===== src/rtl/dcd_pkg.sv =====
package dcd_pkg;
  parameter int unsigned PRE_W = 2;
  parameter int unsigned DIV_W = 10;
  localparam int unsigned PCNT_W = (1 << PRE_W) - 1;
  localparam int unsigned NCNT_W = DIV_W + 1;

  typedef struct packed {
    logic [PRE_W-1:0] pre0;
    logic [PRE_W-1:0] pre1;
    logic [DIV_W-1:0] div;
    logic             byp;
    logic             en0;
    logic             sel0;
    logic             pd0;
    logic             pd1;
  } dcd_cfg_t;

  // terminal count of a prescaler: ratio 2**code minus one
  function automatic logic [PCNT_W-1:0] pre_limit(input logic [PRE_W-1:0] code);
    pre_limit = PCNT_W'((1 << code) - 1);
  endfunction
endpackage


===== src/rtl/dcd_prescale.sv =====
module dcd_prescale
  import dcd_pkg::*;
(
  input  logic             clk,
  input  logic             rst_n,
  input  logic             run,
  input  logic             reload,
  input  logic [PRE_W-1:0] mode_new,
  output logic             tick,
  output logic             idle
);
  logic [PCNT_W-1:0] cnt_q, cnt_d;
  logic [PRE_W-1:0]  mode_q, mode_d;

  assign tick = (cnt_q == pre_limit(mode_q));
  assign idle = (cnt_q == '0);

  always_comb begin
    cnt_d  = cnt_q;
    mode_d = mode_q;
    if (!run) begin
      cnt_d  = '0;
      mode_d = mode_new;
    end else if (tick) begin
      cnt_d = '0;
      if (reload) mode_d = mode_new;
    end else begin
      cnt_d = cnt_q + 1'b1;
    end
  end

  always_ff @(posedge clk or negedge rst_n) begin
    if (!rst_n) begin
      cnt_q  <= '0;
      mode_q <= '0;
    end else begin
      cnt_q  <= cnt_d;
      mode_q <= mode_d;
    end
  end
endmodule


===== src/rtl/dcd_ndiv.sv =====
module dcd_ndiv
  import dcd_pkg::*;
(
  input  logic             clk,
  input  logic             rst_n,
  input  logic             run,
  input  logic             step,
  input  logic [DIV_W-1:0] div_new,
  input  logic             byp_new,
  output logic             last,
  output logic             idle
);
  logic [NCNT_W-1:0] cnt_q, cnt_d;
  logic [DIV_W-1:0]  div_q, div_d;
  logic              byp_q, byp_d;
  logic [NCNT_W-1:0] term;

  // N = word + 2, so the count runs 0 .. word + 1
  assign term = {1'b0, div_q} + NCNT_W'(1);
  assign last = byp_q | (cnt_q == term);
  assign idle = (cnt_q == '0);

  always_comb begin
    cnt_d = cnt_q;
    div_d = div_q;
    byp_d = byp_q;
    if (!run) begin
      cnt_d = '0;
      div_d = div_new;
      byp_d = byp_new;
    end else if (step) begin
      if (last) begin
        cnt_d = '0;
        div_d = div_new;
        byp_d = byp_new;
      end else begin
        cnt_d = cnt_q + 1'b1;
      end
    end
  end

  always_ff @(posedge clk or negedge rst_n) begin
    if (!rst_n) begin
      cnt_q <= '0;
      div_q <= '0;
      byp_q <= 1'b0;
    end else begin
      cnt_q <= cnt_d;
      div_q <= div_d;
      byp_q <= byp_d;
    end
  end
endmodule


===== src/rtl/dual_clkdiv.sv =====
module dual_clkdiv
  import dcd_pkg::*;
(
  input  logic             clk,
  input  logic             rst_n,
  input  logic             ctl0,
  input  logic             ctl1,
  input  logic             cfg_we,
  input  logic [PRE_W-1:0] cfg_pre0,
  input  logic [PRE_W-1:0] cfg_pre1,
  input  logic [DIV_W-1:0] cfg_div,
  input  logic             cfg_bypass,
  input  logic             cfg_en0,
  input  logic             cfg_sel0,
  input  logic             cfg_pd0,
  input  logic             cfg_pd1,
  output logic             out0,
  output logic             out1
);
  dcd_cfg_t cfg_q, cfg_d;
  logic     out0_d, out1_d;
  logic     pw0, gate0, mux0, tick0, p0_idle;
  logic     pw1, tick1, last1, end1, p1_idle, n_idle;

  // configuration shadow
  always_comb begin
    cfg_d = cfg_q;
    if (cfg_we) begin
      cfg_d.pre0 = cfg_pre0;
      cfg_d.pre1 = cfg_pre1;
      cfg_d.div  = cfg_div;
      cfg_d.byp  = cfg_bypass;
      cfg_d.en0  = cfg_en0;
      cfg_d.sel0 = cfg_sel0;
      cfg_d.pd0  = cfg_pd0;
      cfg_d.pd1  = cfg_pd1;
    end
  end

  // pin roles
  assign pw0   = ~cfg_q.pd0 | ctl0;
  assign gate0 = ~(cfg_q.en0 | cfg_q.pd0) | ctl0;
  assign mux0  = cfg_q.sel0 & ctl0;
  assign pw1   = ~cfg_q.pd1 | ctl1;

  dcd_prescale u_pre0 (
    .clk(clk), .rst_n(rst_n), .run(pw0), .reload(tick0),
    .mode_new(cfg_q.pre0), .tick(tick0), .idle(p0_idle)
  );

  dcd_prescale u_pre1 (
    .clk(clk), .rst_n(rst_n), .run(pw1), .reload(end1),
    .mode_new(cfg_q.pre1), .tick(tick1), .idle(p1_idle)
  );

  dcd_ndiv u_ndiv (
    .clk(clk), .rst_n(rst_n), .run(pw1), .step(tick1),
    .div_new(cfg_q.div), .byp_new(cfg_q.byp), .last(last1), .idle(n_idle)
  );

  assign end1 = tick1 & last1;

  always_comb begin
    out0_d = pw0 & gate0 & (mux0 | tick0);
    out1_d = ctl1 & end1;
  end

  always_ff @(posedge clk or negedge rst_n) begin
    if (!rst_n) begin
      cfg_q <= '0;
      out0  <= 1'b0;
      out1  <= 1'b0;
    end else begin
      cfg_q <= cfg_d;
      out0  <= out0_d;
      out1  <= out1_d;
    end
  end
endmodule


===== config.mk =====
export PLATFORM = sky130hd
export DESIGN_NAME = dual_clkdiv
export DESIGN_NICKNAME = d
export VERILOG_FILES = /design/src/rtl/dcd_pkg.sv /design/src/rtl/dcd_prescale.sv /design/src/rtl/dcd_ndiv.sv /design/src/rtl/dual_clkdiv.sv
export SDC_FILE = /design/constraint.sdc
export NUM_CORES = 1
export LEC_CHECK = 0
export BUFFER_PORTS_ARGS = -buffer_cell sky130_fd_sc_hd__clkbuf_2
export CAP_MARGIN = 20
export CORE_ASPECT_RATIO = 1.5
export CORE_MARGIN = 2
export CORE_UTILIZATION = 55
export CTS_BUF_LIST = sky130_fd_sc_hd__clkbuf_16
export DETAILED_ROUTE_END_ITERATION = 12
export PLACE_DENSITY = 0.74
export SETUP_SLACK_MARGIN = 0.1
export SLEW_MARGIN = 30
export SYNTH_ARGS = -nofsm -noshare
export SYNTH_HDL_FRONTEND = slang
export SYNTH_SLANG_ARGS = --single-unit
export TNS_END_PERCENT = 5

===== constraint.sdc =====
create_clock -name clk -period 3.3 [get_ports clk]
set_clock_uncertainty 0.05 [all_clocks]
set_input_delay 0.165 -clock clk [delete_from_list [all_inputs] [get_ports clk]]
set_output_delay 0.165 -clock clk [all_outputs]
set_load 0.01 [all_outputs]

Yosys cells after proc, flatten, opt, wreduce, memory -nomap -nowiden
Cells that the tools add are included.
{"block": "word_totals", "in_bits": 24, "regBits": 53, "out_inout_bits": 2}
{"block": "classes", "n_shift": 2, "bitwise": 14, "addsub": 6, "n_eq_ne": 7, "mux": 18, "n_reduce_logical": 2}
{"operator": "two-way mux 11 bit", "count": 3}
{"operator": "two-way mux 10 bit", "count": 3}
{"operator": "two-way mux 3 bit", "count": 4}
{"operator": "adder 10 x 1 -> 11 bit, second input constant", "count": 1}
{"operator": "adder 11 x 1 -> 11 bit, second input constant", "count": 1}
{"operator": "== test 11 bit", "count": 1}
{"operator": "two-way mux 2 bit", "count": 5}
{"operator": "adder 3 x 1 -> 3 bit, second input constant", "count": 2}
{"operator": "== test 3 bit", "count": 2}
{"operator": "inequality test 2 bit, second input constant", "count": 3}
{"operator": "bitwise OR 1 bit", "count": 6}
{"operator": "<< shifter 1 x 2 -> 3 bit, first input constant", "count": 2}
{"operator": "subtractor 3 x 2 -> 3 bit, second input constant", "count": 2}
{"operator": "AND 1 bit", "count": 5}
{"operator": "AND reduction 2 bit", "count": 2}
{"operator": "two-way mux 1 bit", "count": 3}
{"operator": "NOT 1 bit", "count": 3}
{"operator": "inequality test 2 x 1 -> 1 bit, second input constant", "count": 1}

Longest topological paths before layout
{"block": "depth", "ltp_word": 7, "ltp_mapped": 8, "depth_no_buf": 7}

By module
Synthesis repeated with hierarchy kept, for this count alone.
{"block": "unflattened", "cells_unflattened": 259, "area_unflattened_um2": 2880.3}
{"module": "dcd_ndiv", "area_per_inst_um2": 1393.8, "n_inst": 1, "cells_each": 141}
{"module": "dual_clkdiv", "area_per_inst_um2": 849.6, "n_inst": 1, "cells_each": 49}
{"module": "dcd_prescale at u_pre0", "area_per_inst_um2": 322.8, "n_inst": 1, "cells_each": 36}
{"module": "dcd_prescale at u_pre1", "area_per_inst_um2": 314.1, "n_inst": 1, "cells_each": 33}

Least setup slack after synthesis
No wires, ideal clock.
{"block": "synth_path", "kind": "reg2reg", "startpoint": "register u_ndiv.div_q[1]", "endpoint": "register u_ndiv.div_q[9]", "path_buffers": 1, "arrival_ns": 2.161, "stages_incl_launch_ff": 9, "path_slack_ns": 0.963, "setup_time_ns": 0.126, "synth_period_minus_slack_ns": 2.337, "cell_sequence": "dfrtp_1 > ha_1 > a21oi_1 > nor3b_1 > nor4bb_1 > or3_1 > a31o_2 > buf_4 > a221o_1"}
{"block": "synth_between", "elab_chain_cells": 5}
{"element": "start: declaration", "line": "dcd_ndiv.sv:14", "text": "logic [DIV_W-1:0] div_q, div_d;"}
{"element": "start signal: assignment", "line": "dcd_ndiv.sv:49", "text": "div_q <= div_d;"}
{"element": "adder 10 x 1 -> 11 bit", "line": "dcd_ndiv.sv:19", "text": "assign term = {1'b0, div_q} + NCNT_W'(1);"}
{"element": "== test 11 bit", "line": "dcd_ndiv.sv:20", "text": "assign last = byp_q | (cnt_q == term);"}
{"element": "bitwise OR 1 bit", "line": "dcd_ndiv.sv:20"}
{"element": "inequality test 2 bit (no line)"}
{"element": "AND reduction 2 bit (no line)"}
No other way between the ends.
A chain may end at the register's enable or synchronous reset.

Final worst setup path
{"block": "layout_path", "startpoint": "register u_ndiv.div_q[0]", "endpoint": "register u_pre1.mode_q[1]"}
{"block": "layout_between", "elab_chain_cells": 6}
{"element": "adder 10 x 1 -> 11 bit", "line": "dcd_ndiv.sv:19"}
{"element": "== test 11 bit", "line": "dcd_ndiv.sv:20"}
{"element": "bitwise OR 1 bit", "line": "dcd_ndiv.sv:20"}
{"element": "AND 1 bit", "line": "dual_clkdiv.sv:61", "text": "assign end1 = tick1 & last1;"}
{"element": "inequality test 2 bit (no line)"}
{"element": "AND reduction 2 bit (no line)"}
{"element": "end signal: assignment", "line": "dcd_prescale.sv:38", "text": "mode_q <= mode_d;"}
{"element": "end: declaration", "line": "dcd_prescale.sv:13", "text": "logic [PRE_W-1:0] mode_q, mode_d;"}
No other way between the ends.

==> qor.yml <==
run_status:
  status: "complete, no violations"
logic_synthesis:
  synth_simple_gate_area_share_pct: 17.6
  synth_warnings: 0
  yosysTopAreaCell: "dfrtp_1"
  syn_inst: 234
  synth_compound_area_share_pct: 10.8
  ys_ff_latch: 53
  synthMuxAreaShare_pct: 9.65
  synth_top_family_by_area: "simple AND/OR/NAND/NOR gates"
  ys_seq_area_share_pct: 49.7
  ys_types: 49
  syn-num-nets: 262
  synthArstFlopShare_pct: 100
  synth_edf_count: 0
  synth_top_area_share_pct: 49.7
  synth_xor_xnor_area_share_pct: 8.20
  synth_area_um2: 2670
  synthTopCellsByArea: "dfrtp_1, mux2_2, xnor2_1"
  synth.most_common_cell: "dfrtp_1"
  synth_ff_type: "dfrtp_1"
  avgSynthCellArea_um2: 11.4
  synth_adder_area_share_pct: 1.87
  synthTopCellsByCount: "dfrtp_1, mux2_2, xnor2_1"
pwr:
  power.density_nw_per_um2: 855
  power_leakage_nw: 1.29
  peakVddDrop_uv: 458
  total_power_mw: 2.58
hold_path:
  hold_class: "in2reg"
  hold_path_end: "out1"
  min-delay-start: "ctl1"
  hold_path_depth: 3
global_route:
  grtUsageMet2_pct: 36.4
  grt_util_met3_pct: 5.21
  antenna_found_initial: 0
  gr-usage-met1_pct: 29.5
  grt_max_degree: 29
  track_usage_pct: 23.1
  grt_pass1_wl_um: 9180
  grt_pass1_vias: 1935
  global_route.peak_usage_layer: "met2"
  grt-ovfl-total: 0
clock_network:
  cts_tree: "done"
  clockBufferDepth: 2
  cts_buffers: 5
  clock-sinks: 53
  ctsHtreeMaxLevel: 2
  clockRootBuffer: "clkbuf_16"
  worstSkewPairLatency_ps: 290
  ctsResizeCount: 0
  clk_pin_slew_ps: 70
worst_setup_path:
  cp.required_ps: 3420
  crit_path_start: "u_ndiv.div_q[0]"
  criticalPathCategory: "reg2reg"
  cp-start-kind: "flip-flop"
  end_kind: "flip-flop"
  rrSetupSlack_ps: 440
  reg2reg_to: "u_pre1.mode_q[1]"
  worst_r2r_startpoint: "u_ndiv.div_q[0]"
  ff2ff_path_depth: 7
  crit_fanout: 21
  arrival_ps: 2980
floorplan:
  rows: 31
  core_area_um2: 4770
  die_x_um: 60.9
  ios: 26
  start_util_pct: 56.0
  design.die.area_um2: 5440
  die_height_um: 89.3
sta:
  max_freq_mhz: 350
  finalHoldViolations: 0
  hold_slack_ps: 44.6
  max-slew-margin-rel_pct: 52.9
  postLayoutSetupSlackWorst_ps: 439
  min_period_over_period_pct: 86.7
  min_period_ps: 2860
  tightest_slew_ps: 702
  rsz0062_at_grt: "false"
  slew_violations: 0
  setup_violations: 0
  finalSetupTns_ps: 0
placed_design:
  placed_area_um2: 2840
  io_buffers: 25
  place_ws_ps: 454
  place.gp.congestion: 0.855
  dp_hpwl_um: 3650
layout:
  design_area_um2: 3020
  diodes: 0
  drive_gt1_share_pct: 22.6
  area_growth_pct: 13.0
  final_nets: 288
routing:
  route.detailed.drc: 0
  antenna_left: 0
  wire_per_inst_um: 15.8
  drt_iter0_drc: 73
  wirelength_um: 5150
  vias_per_cell: 5.71
  dr.pass1.iters: 4
  vias: 1867
job:
  cap_violations: 0
critical path, cell delays in order, from the launching register on:
cell      delay (ps)
dfrtp_1          510
ha_1             370
and4b_1          230
mux2i_1           60
a222oi_1         350
and4_1           320
a31o_2           490
mux2_1           380
area by class of cell:
class / instances / area (µm²)
clock buffer: 5 / 125
multi-input combinational: 170 / 1280
inverter: 2 / 7.51
fill: 395 / 1750
timing repair buffer: 28 / 150
tap: 66 / 82.6
clock inverter: 3 / 41.3
sequential: 53 / 1330
sequential cells by signal (all words and copies together), names as in the netlist:
name           cells
out0               1
u_ndiv.byp_q       1
u_pre1.cnt_q       3
u_pre0.mode_q      2
u_pre0.cnt_q       3
out1               1
cfg_q             19
u_pre1.mode_q      2
u_ndiv.cnt_q      11
u_ndiv.div_q      10
worst max-delay path by stage:
stage / endpoint / cells past startpoint
2_1_floorplan: u_ndiv.div_q[9] / 8
3_3_place_gp: u_pre1.mode_q[1] / 7
3_5_place_dp: u_pre1.mode_q[1] / 7
4_1_cts: u_pre1.mode_q[1] / 6
5_1_grt: u_pre1.mode_q[1] / 7
6_report: u_pre1.mode_q[1] / 7
repair_timing:
| item | CTS | global route |
|---|---|---|
| endpoints found under the hold margin | 27 | 0 |
| buffers inserted | 0 | 0 |
| hold buffers | 1 | 0 |
layout by cell type, fill, tap and decap left out, types with 2 or more instances in the layout:
master	count
a221o_1	11
xor2_1	8
nand3_1	8
dfrtp_1	53
and2_1	15
or4_1	2
nor4_1	4
clkbuf_16	5
nor3_1	5
nor2b_1	3
buf_4	2
xnor2_1	17
clkbuf_2	25
a21oi_1	6
mux2_2	21
inv_1	2
nand4_1	3
o21ai_0	4
and4_1	4
or3_1	2
nor2_1	15
ha_1	4
nand2_1	10
a32o_1	3
nor3b_1	3
stage by stage:
| step | instances | utilization, % |
|---|---|---|
| floorplan | 234 | - |
| global placement | 318 | 59.6 |
| detailed placement | 318 | 59.6 |
| CTS | 327 | 63.3 |
| global route | 327 | 63.3 |
| finish | 327 | 63.3 |
per-layer routing:
metal / wire [µm] / vias to the layer above
li1: - / 910
met1: 2250 / 902
met2: 2600 / 40
met3: 136 / 15
met4: 174 / 0
met5: 0 / -
kinds of logic (layout without fill, tap and decap cells):
| kind of cell | after synthesis | after routing |
|---|---|---|
| AND/OR/NAND/NOR | 82 | 82 |
| AO/OA/AOI/OAI | 36 | 36 |
| multiplexers | 23 | 23 |
| XOR/XNOR | 25 | 25 |
| flip-flops | 53 | 53 |
| adder cells (fa/ha/maj) | 4 | 4 |
| buffers and inverters | 11 | 38 |
report_power, final:
part	leakage, nW	internal, mW	switching (mW)
Clock	0.0775	0.355	0.220
Combinational	0.575	0.488	0.510
Sequential	0.633	0.808	0.200
Total	1.29	1.65	0.930
Note: power is estimated with default switching activity, not from simulation.
